## config.mk

```make
export PLATFORM = sky130hd
export DESIGN_NAME = eeprom_seq
export DESIGN_NICKNAME = d
export VERILOG_FILES = /design/src/rtl/eeseq_pkg.sv /design/src/rtl/eeseq_queue.sv /design/src/rtl/eeseq_ctrl.sv /design/src/rtl/eeseq_bytes.sv /design/src/rtl/eeprom_seq.sv
export SDC_FILE = /design/constraint.sdc
export NUM_CORES = 1
export LEC_CHECK = 0
export BUFFER_PORTS_ARGS = -buffer_cell sky130_fd_sc_hd__buf_4
export CAP_MARGIN = 20
export CORE_AREA = 2 2 142 144
export CTS_BUF_LIST = sky130_fd_sc_hd__clkbuf_4 sky130_fd_sc_hd__clkbuf_8
export DETAILED_ROUTE_END_ITERATION = 7
export DIE_AREA = 0 0 144 146
export SYNTH_ARGS = -nofsm -noshare
export SYNTH_HDL_FRONTEND = slang
export SYNTH_HIERARCHICAL = 1
export SYNTH_SLANG_ARGS = --single-unit
export TNS_END_PERCENT = 30
```

## constraint.sdc

```tcl
create_clock -name clk -period 2.67 [get_ports clk]
set_input_delay 0.4005 -clock clk [delete_from_list [all_inputs] [get_ports clk]]
set_output_delay 0.4005 -clock clk [all_outputs]
set_load 0.02 [all_outputs]
```

## src/rtl/eeseq_pkg.sv

```systemverilog
package eeseq_pkg;

    localparam int unsigned BYTE_W = 8;
    localparam logic [6:0] EEPROM_DEV_DEFAULT = 7'b1010000;

    typedef logic [BYTE_W-1:0] byte_t;

    typedef enum logic {
        DIR_WRITE = 1'b0,
        DIR_READ  = 1'b1
    } dir_e;

    typedef struct packed {
        logic err;
        logic ovf;
    } sticky_t;

    // direction chosen by the start strobes; write wins if both are seen
    function automatic dir_e pick_dir(input logic go_wr);
        return go_wr ? DIR_WRITE : DIR_READ;
    endfunction

endpackage

```

## src/rtl/eeseq_queue.sv

```systemverilog
module eeseq_queue
    import eeseq_pkg::*;
#(
    parameter int unsigned DEPTH = 16
) (
    input  logic                      clk,
    input  logic                      rst,
    input  logic                      push,
    input  byte_t                     push_data,
    input  logic                      pop,
    output byte_t                     head,
    output logic                      full,
    output logic                      empty,
    output logic [$clog2(DEPTH)-1:0]  wptr
);
    localparam int unsigned AW    = $clog2(DEPTH);
    localparam int unsigned CNT_W = AW + 1;

    byte_t            mem [DEPTH];
    logic [AW-1:0]    rptr;
    logic [CNT_W-1:0] count;
    logic             push_ok;
    logic             pop_ok;

    function automatic logic [AW-1:0] bump(input logic [AW-1:0] p);
        return (p == AW'(DEPTH - 1)) ? '0 : p + 1'b1;
    endfunction

    assign full    = (count == CNT_W'(DEPTH));
    assign empty   = (count == '0);
    assign push_ok = push && !full;
    assign pop_ok  = pop && !empty;
    assign head    = mem[rptr];

    always_ff @(posedge clk) begin
        if (push_ok) begin
            mem[wptr] <= push_data;
        end
    end

    always_ff @(posedge clk) begin
        if (rst) begin
            wptr  <= '0;
            rptr  <= '0;
            count <= '0;
        end else begin
            if (push_ok) wptr <= bump(wptr);
            if (pop_ok)  rptr <= bump(rptr);
            case ({push_ok, pop_ok})
                2'b10:   count <= count + 1'b1;
                2'b01:   count <= count - 1'b1;
                default: count <= count;
            endcase
        end
    end

    a_r9_never_full_and_empty: assert property (@(posedge clk) disable iff (rst)
        !(full && empty));

    a_r9_full_push_dropped: assert property (@(posedge clk) disable iff (rst)
        (push && full && !pop) |=> (count == $past(count)));

    a_r5_pop_lowers_count: assert property (@(posedge clk) disable iff (rst)
        (pop && !empty && !push) |=> (count == $past(count) - 1'b1));

endmodule

```

## src/rtl/eeseq_ctrl.sv

```systemverilog
module eeseq_ctrl
    import eeseq_pkg::*;
(
    input  logic    clk,
    input  logic    rst,
    input  logic    arm_stb,
    input  logic    go_wr_stb,
    input  logic    go_rd_stb,
    input  logic    push,
    input  logic    q_empty,
    input  logic    q_full,
    input  logic    eng_req,
    input  logic    eng_busy,
    input  logic    eng_err,
    output logic    ena,
    output dir_e    dir,
    output logic    pop,
    output logic    capture,
    output sticky_t flags
);
    logic armed;
    logic start_ok;
    dir_e start_dir;
    logic stop_now;

    assign start_ok  = armed && !ena && (go_wr_stb || go_rd_stb);
    assign start_dir = pick_dir(go_wr_stb);
    assign stop_now  = ena && (eng_err || (eng_req && q_empty));

    // a write start preloads the first byte; each later request fetches one
    assign pop = (start_ok && (start_dir == DIR_WRITE) && !q_empty)
              || (ena && eng_req && !eng_err && !q_empty);

    assign capture = eng_req && eng_busy && (dir == DIR_READ);

    always_ff @(posedge clk) begin
        if (rst) begin
            armed <= 1'b0;
            ena   <= 1'b0;
            dir   <= DIR_WRITE;
            flags <= '0;
        end else begin
            if (arm_stb)       armed <= 1'b1;
            else if (start_ok) armed <= 1'b0;

            if (start_ok) begin
                ena <= 1'b1;
                dir <= start_dir;
            end else if (stop_now) begin
                ena <= 1'b0;
            end

            if (arm_stb)                flags.err <= 1'b0;
            else if (ena && eng_err)    flags.err <= 1'b1;

            if (arm_stb)                flags.ovf <= 1'b0;
            else if (push && q_full)    flags.ovf <= 1'b1;
        end
    end

    a_r3_start_needs_arm: assert property (@(posedge clk) disable iff (rst)
        $rose(ena) |-> $past(armed));

    a_r6_drop_has_cause: assert property (@(posedge clk) disable iff (rst)
        $fell(ena) |-> $past(eng_err || (eng_req && q_empty)));

    a_r2_dir_stable: assert property (@(posedge clk) disable iff (rst)
        (ena && $past(ena)) |-> $stable(dir));

    a_r8_err_sticks: assert property (@(posedge clk) disable iff (rst)
        (ena && eng_err && !arm_stb) |=> (flags.err && !ena));

endmodule

```

## src/rtl/eeseq_bytes.sv

```systemverilog
module eeseq_bytes
    import eeseq_pkg::*;
(
    input  logic  clk,
    input  logic  rst,
    input  logic  load_w,
    input  byte_t head,
    input  logic  capture,
    input  byte_t eng_rbyte,
    output byte_t wbyte,
    output byte_t rbyte
);
    always_ff @(posedge clk) begin
        if (rst) begin
            wbyte <= '0;
            rbyte <= '0;
        end else begin
            if (load_w)  wbyte <= head;
            if (capture) rbyte <= eng_rbyte;
        end
    end

    a_r7_capture_lands: assert property (@(posedge clk) disable iff (rst)
        capture |=> (rbyte == $past(eng_rbyte)));

    a_r5_load_lands: assert property (@(posedge clk) disable iff (rst)
        load_w |=> (wbyte == $past(head)));

endmodule

```

## src/rtl/eeprom_seq.sv

```systemverilog
module eeprom_seq
    import eeseq_pkg::*;
#(
    parameter int unsigned DEPTH   = 16,
    parameter logic [6:0]  DEV_ADR = EEPROM_DEV_DEFAULT
) (
    input  logic       clk,
    input  logic       rst,
    input  logic       cpu_push,
    input  logic [7:0] cpu_byte,
    input  logic       cpu_arm,
    input  logic       cpu_go_wr,
    input  logic       cpu_go_rd,
    output logic [7:0] rd_byte,
    output logic       st_full,
    output logic       st_empty,
    output logic       st_busy,
    output logic       st_err,
    output logic       st_ovf,
    output logic [3:0] st_ptr,
    output logic       eng_ena,
    output logic [6:0] eng_dev,
    output logic       eng_rw,
    output logic [7:0] eng_wbyte,
    input  logic       eng_req,
    input  logic       eng_busy,
    input  logic [7:0] eng_rbyte,
    input  logic       eng_err
);
    localparam int unsigned AW = $clog2(DEPTH);

    byte_t         head;
    logic          q_full;
    logic          q_empty;
    logic [AW-1:0] wptr;
    logic          pop;
    logic          capture;
    dir_e          dir;
    sticky_t       flags;

    eeseq_queue #(.DEPTH(DEPTH)) i_queue (
        .clk       (clk),
        .rst       (rst),
        .push      (cpu_push),
        .push_data (cpu_byte),
        .pop       (pop),
        .head      (head),
        .full      (q_full),
        .empty     (q_empty),
        .wptr      (wptr)
    );

    eeseq_ctrl i_ctrl (
        .clk       (clk),
        .rst       (rst),
        .arm_stb   (cpu_arm),
        .go_wr_stb (cpu_go_wr),
        .go_rd_stb (cpu_go_rd),
        .push      (cpu_push),
        .q_empty   (q_empty),
        .q_full    (q_full),
        .eng_req   (eng_req),
        .eng_busy  (eng_busy),
        .eng_err   (eng_err),
        .ena       (eng_ena),
        .dir       (dir),
        .pop       (pop),
        .capture   (capture),
        .flags     (flags)
    );

    eeseq_bytes i_bytes (
        .clk       (clk),
        .rst       (rst),
        .load_w    (pop),
        .head      (head),
        .capture   (capture),
        .eng_rbyte (eng_rbyte),
        .wbyte     (eng_wbyte),
        .rbyte     (rd_byte)
    );

    generate
        if (AW >= 4) begin : g_ptr_wide
            assign st_ptr = wptr[3:0];
        end else begin : g_ptr_narrow
            assign st_ptr = {{(4 - AW){1'b0}}, wptr};
        end
    endgenerate

    assign eng_dev  = DEV_ADR;
    assign eng_rw   = (dir == DIR_READ);
    assign st_full  = q_full;
    assign st_empty = q_empty;
    assign st_busy  = eng_ena || eng_busy;
    assign st_err   = flags.err;
    assign st_ovf   = flags.ovf;

    a_r2_fixed_device: assert property (@(posedge clk) disable iff (rst)
        eng_dev == 7'b1010000);

    a_r10_busy_covers_ena: assert property (@(posedge clk) disable iff (rst)
        eng_ena |-> st_busy);

endmodule

```

After elaboration in Yosys (flattened, before gate mapping)
Memories as Yosys holds them, arrays and structs flattened. A register that Yosys moved wholly into a read port is not among the register bits.
Cells that the tools add are included.
{"block": "op_classes", "n_mux": 10, "shifts": 0, "div": 0, "n_reduce_logical": 28, "mul": 0, "n_eq_ne": 5, "add_sub_neg": 4, "bitwise": 0, "n_lt_le_gt_ge": 0}
{"operator": "1-bit logical AND", "n": 15}
{"operator": "5-bit case mux with 2 select lines", "n": 1}
{"operator": "4-bit by 1-bit adder with 4-bit output, second input constant", "n": 2}
{"operator": "4-bit == test, second input constant", "n": 2}
{"operator": "4-bit 2-to-1 mux", "n": 2}
{"operator": "1-bit 2-to-1 mux", "n": 7}
{"operator": "2-bit nonzero test", "n": 3}
{"operator": "5-bit by 1-bit adder with 5-bit output, second input constant", "n": 1}
{"operator": "5-bit == test, second input constant", "n": 1}
{"operator": "5-bit zero test", "n": 1}
{"operator": "5-bit by 1-bit subtractor with 5-bit output, second input constant", "n": 1}
{"operator": "1-bit zero test", "n": 4}
{"operator": "1-bit logical OR", "n": 4}
{"operator": "2-bit by 1-bit == test with 1-bit output, second input constant", "n": 1}
{"operator": "2-bit == test, second input constant", "n": 1}
{"operator": "2-bit OR reduction", "n": 1}
{"block": "word_totals", "mem_bits_ro": 0, "mem_count": 1, "ff_bits": 26, "ram_bits": 128, "latch_bits": 0}
{"memory": "i_queue.mem", "depth": 16, "width": 8, "read_ports": 1, "rd_clocked_by_memory_dff": 1, "wr": 1, "line_no": "eeseq_queue.sv:19", "source": "byte_t mem [DEPTH];"}

Depth between registers and ports, before layout
{"block": "logic_depth", "word_depth": 9, "ltp_mapped": 15}

By module
The synthesis kept the hierarchy.
{"module": "eeseq_queue", "cells_each": 296, "n_inst": 1, "area_per_inst_um2": 5855.6, "seq_area_each_um2": 4184.0}
{"module": "eeseq_bytes", "cells_each": 52, "n_inst": 1, "area_per_inst_um2": 579.3, "seq_area_each_um2": 320.3}
{"module": "eeseq_ctrl", "cells_each": 24, "n_inst": 1, "area_per_inst_um2": 216.5, "seq_area_each_um2": 100.1}
{"module": "eeprom_seq", "cells_each": 10, "n_inst": 1, "area_per_inst_um2": 66.3, "seq_area_each_um2": 0.0}

Least setup slack after synthesis
No wires, ideal clock.
{"block": "synth_path", "kind": "register -> register", "start": "register i_queue.count[1]", "end": "register i_queue.count[4]", "setup_time_ps": 121, "t_arrival_ps": 3137, "path_slack_ps": -588, "synth_period_minus_slack_ps": 3258, "stages_incl_launch_ff": 16, "required_time_ps": 2549, "path_cell_list": "dfxtp_1 > buf_6 > or4_4 > buf_6 > nor2_1 > a21oi_1 > o21ai_4 > inv_1 > ha_1 > clkbuf_1 > xor2_1 > ha_1 > and3b_1 > o21ai_0 > a31oi_1 > mux2_2"}
{"block": "synth_between", "elab_chain_len": 7, "word_cells_on_any_way": 15}
{"item": "start: declaration", "line_no": "eeseq_queue.sv:21", "source": "logic [CNT_W-1:0] count;"}
{"item": "start signal: assignment", "line_no": "eeseq_queue.sv:50", "source": "2'b10: count <= count + 1'b1;"}
{"item": "start signal: assignment", "line_no": "eeseq_queue.sv:51", "source": "2'b01: count <= count - 1'b1;"}
{"item": "start signal: assignment", "line_no": "eeseq_queue.sv:52", "source": "default: count <= count;"}
{"item": "5-bit zero test *", "line_no": "eeseq_queue.sv:30", "source": "assign empty = (count == '0);"}
{"item": "named net st_empty", "line_no": "eeprom_seq.sv:16", "source": "output logic st_empty,"}
{"item": "1-bit zero test *", "line_no": "eeseq_ctrl.sv:31, eeseq_ctrl.sv:32"}
{"item": "1-bit logical AND, on equally long branches", "line_no": "eeseq_ctrl.sv:31, eeseq_ctrl.sv:32"}
{"item": "1-bit logical OR *", "line_no": "eeseq_ctrl.sv:32", "source": "|| (ena && eng_req && !eng_err && !q_empty);"}
{"item": "named net pop", "line_no": "eeprom_seq.sv:36", "source": "logic pop;"}
{"item": "1-bit logical AND *", "line_no": "eeseq_queue.sv:32", "source": "assign pop_ok = pop && !empty;"}
{"item": "2-bit by 1-bit == test with 1-bit output or 2-bit == test (tied branches)", "line_no": "eeseq_queue.sv:49", "source": "case ({push_ok, pop_ok})"}
{"item": "5-bit case mux with 2 select lines or 2-bit nonzero test (tied branches)"}
The timed path passes the listed nets; every way through them passes the cells marked *.
A chain may end at the register's enable or synchronous reset.

Worst setup path in the final report
{"block": "layout_path", "start": "register i_queue.count[2]", "end": "register i_queue.count[4]"}
{"block": "layout_between", "elab_chain_len": 7, "word_cells_on_any_way": 15}
{"item": "5-bit zero test", "line_no": "eeseq_queue.sv:30"}
{"item": "1-bit zero test", "line_no": "eeseq_queue.sv:32, eeseq_ctrl.sv:31, eeseq_ctrl.sv:32"}
{"item": "1-bit logical AND, on equally long branches", "line_no": "eeseq_ctrl.sv:31, eeseq_ctrl.sv:32"}
{"item": "1-bit logical OR", "line_no": "eeseq_ctrl.sv:32"}
{"item": "1-bit logical AND", "line_no": "eeseq_queue.sv:32"}
{"item": "2-bit by 1-bit == test with 1-bit output or 2-bit == test (tied branches)", "line_no": "eeseq_queue.sv:49"}
{"item": "5-bit case mux with 2 select lines or 2-bit nonzero test (tied branches)"}
Parallel ways exist; a longest one is shown, timed or not.

==> results.txt <==
status - finished clean
Top FF cell, synth - edfxtp_1
Finish-stage setup viols - 0
peak supply drop - 0.000252 V
Final ANT Viol Nets - 0
element type at the critical path start - register
Final GP Congestion - 0.735
site row count - 51
Seq cells post-synth - 166
max-slew violation count - 0
vias in the first global route - 3576
IO Port Bufs - 51
Final Cycle Share - 99.4%
Clock Tree Buf Depth - 2
initial core utilization - 34.7%
share of cells above drive strength 1 - 34.6%
CTS Sinks - 166
internal power - 4020 uW
dominant cell type by area after synthesis - edfxtp_1
largest net degree at the start of global routing - 37
Final Hold Viols - 0
Switching Share - 20.8%
Leak Pwr - 0.00263 uW
WP depth - 10
sequential fraction of the synthesis area - 68.5%
Skew-Pair Late Insertion Delay - 440 ps
min-delay worst type - in2reg
drt via density - 4.84
most common cell in the netlist - edfxtp_1
Layout Cells excl Fill - 724
Worst EP arrival - 2990 ps
CORE AREA - 19300 um2
Final min period - 2650 ps
worst r2r path cells - 10
Yosys cell types - 42
Syn Inst Count - 382
Clock Skews - 11.9 ps
Ys Warns - 6
# hold bufs at CTS - 0
first-pass GRT wire length - 20000 um
CP endpoint kind - register
Achievable Freq - 377 MHz
die area - 21000 um2
die span in x - 144 um
Clock Pin Slew Worst Setup and Hold Paths - 80 ps
worst endpoint required time - 3000 ps
WS Path Type - reg2reg
CP top delay family - simple AND/OR/NAND/NOR gates
DRC - 0
final net count - 482
most frequent cells after synthesis - edfxtp_1 (128), mux4_2 (40), dfxtp_1 (38)
Root Driver - clkbuf_8
R2R setup slack - 20 ps
clock group share of total power - 37.1%
Netlist Area Pre-Place - 6720 um2
GR Overflow Total - 0
DR WL/cell - 18.0 um
Global Route Usage Sum - 12.9%
combinational group share of total power - 7.1%
via count of the routed design - 3504
CP Buf/Inv Count - 1
drt first-iter violations - 235
TritonCTS clock tree - done
final WL - 13000 um
DRT Pass-1 Iters - 4
synth top area cells - edfxtp_1 (57%), mux4_2 (13%), dfxtp_1 (11%)
share of power burned in registers - 55.9%
CP cell instances - or4_4, buf_6, o21ai_4, ha_4, xor2_2, ha_2, and3b_1, o21ai_1, a31oi_1, mux2_2
fin util - 40.8%
RSZ-0062 raised after global routing - yes
Post-synth EDFFs - 128
Cells after DPL - 688
CTS H-tree depth - 4
diodes inserted - 0
Hold Crit Depth - 2
Setup TNS - 0 ps
syn_area_per_cell - 17.6 um2
Crit path largest cell delay - 580 ps
die extent in y - 146 um
TritonCTS Buffers - 17
Rel. slew slack - 56.9%
Pwr Density - 642 nW/um2
initial antenna violation count - 0
max-cap violations - 0
Area growth syn-to-layout - 17.5%
CP max stage cell - or4_4
I/O pins - 59
Synth top area share - 57.2%
Slew @ Worst Pin - 646 ps
NetSw - 1050 uW
Worst Path Max Fanout - 3
Post-synth ARST share - 0%
DP HPWL - 8510 um
sequential cells by signal, summed over array words and instances, names as in the netlist, 2 cells and up, named ones only:
| register | cells |
|---|---|
| i_bytes/rbyte | 8 |
| i_bytes/wbyte | 8 |
| i_ctrl/flags | 2 |
| i_queue/count | 5 |
| i_queue/mem | 128 |
| i_queue/rptr | 4 |
| i_queue/wptr | 4 |
cell usage in the layout, fill, tap and decap left out, types with 3 or more instances in the layout:
cell type / count
o21ai_0: 7
nor2_1: 28
buf_4: 68
nor4b_2: 3
ha_1: 6
bufinv_16: 4
nor3_1: 3
clkbuf_4: 3
dfxtp_1: 36
nand2_1: 6
conb_1: 7
mux2i_1: 19
inv_1: 5
nor2b_1: 3
xor2_1: 4
and2_1: 13
a21oi_1: 12
edfxtp_1: 128
clkbuf_8: 17
mux4_2: 40
nand3b_1: 3
worst reg2reg max path, stage by stage, from the launching register on:
cell and delay (ps):
dfxtp_1 320, or4_4 580, buf_6 150, o21ai_4 190, ha_4 180, xor2_2 150, ha_2 210, and3b_1 170
o21ai_1 70, a31oi_1 190, mux2_2 350
through the flow:
| step | setup WS (ps) | hold WS [ps] | total power [uW] | area [um2] |
|---|---|---|---|---|
| CTS | 19.0 | 120 | 5100 | 7830 |
| global route | -39.5 | 126 | 5260 | 7890 |
| finish | 15.6 | 152 | 5070 | 7890 |
| detailed placement | -15.0 | 484 | 3220 | 7410 |
| floorplan | -231 | 448 | 3100 | 6780 |
| global placement | 85.7 | 463 | 3210 | 7410 |
cell type report:
class | instances | area (um2)
fill | 1739 | 11400
tap | 265 | 332
timing repair buffer | 71 | 553
clock buffer | 20 | 256
sequential | 166 | 4610
inverter | 6 | 22.5
clock inverter | 9 | 153
multi-input combinational | 187 | 1970
repair_timing:
| item | in CTS | in global routing |
|---|---|---|
| pin swaps | 2 | 7 |
| setup buffers | 1 | 6 |
| resized for setup | 0 | 5 |
| endpoints found under the setup margin | 1 | 1 |
routing by layer:
metal,wire length [um],vias up,global-route usage [%]
li1,-,1596,-
met1,5630,1802,16.0
met2,6630,96,21.5
met3,651,10,3.65
met4,103,0,4.61
met5,0,-,0
worst paths after layout:
path,start,to
worst max-delay path,i_queue/count[2],i_queue/count[4]
worst max register to register,i_queue/count[2],i_queue/count[4]
worst min-delay path,cpu_arm,i_ctrl/flags[1]
worst min register to register,i_ctrl/armed,i_ctrl/armed
cell families after synthesis:
logic type      count (synthesis)  synth area share, %
flops                         166                 68.5
mux                            61                 16.6
compound gates                 35                 3.52
buf+inv                        34                 3.37
other cells                     2                0.112
fa+ha+maj                       8                 1.49
xor+xnor                        5                0.652
simple gates                   71                 5.74
power by group through the flow:
stage / clock, uW / sequential [uW] / combinational [uW]
6_report: 1880 / 2830 / 358
5_1_grt: 2030 / 2840 / 389
4_1_cts: 1940 / 2830 / 331
3_5_place_dp: 0 / 2890 / 331
3_3_place_gp: 0 / 2890 / 321
2_1_floorplan: 0 / 2900 / 199
Note: power is estimated with default switching activity, not from simulation.
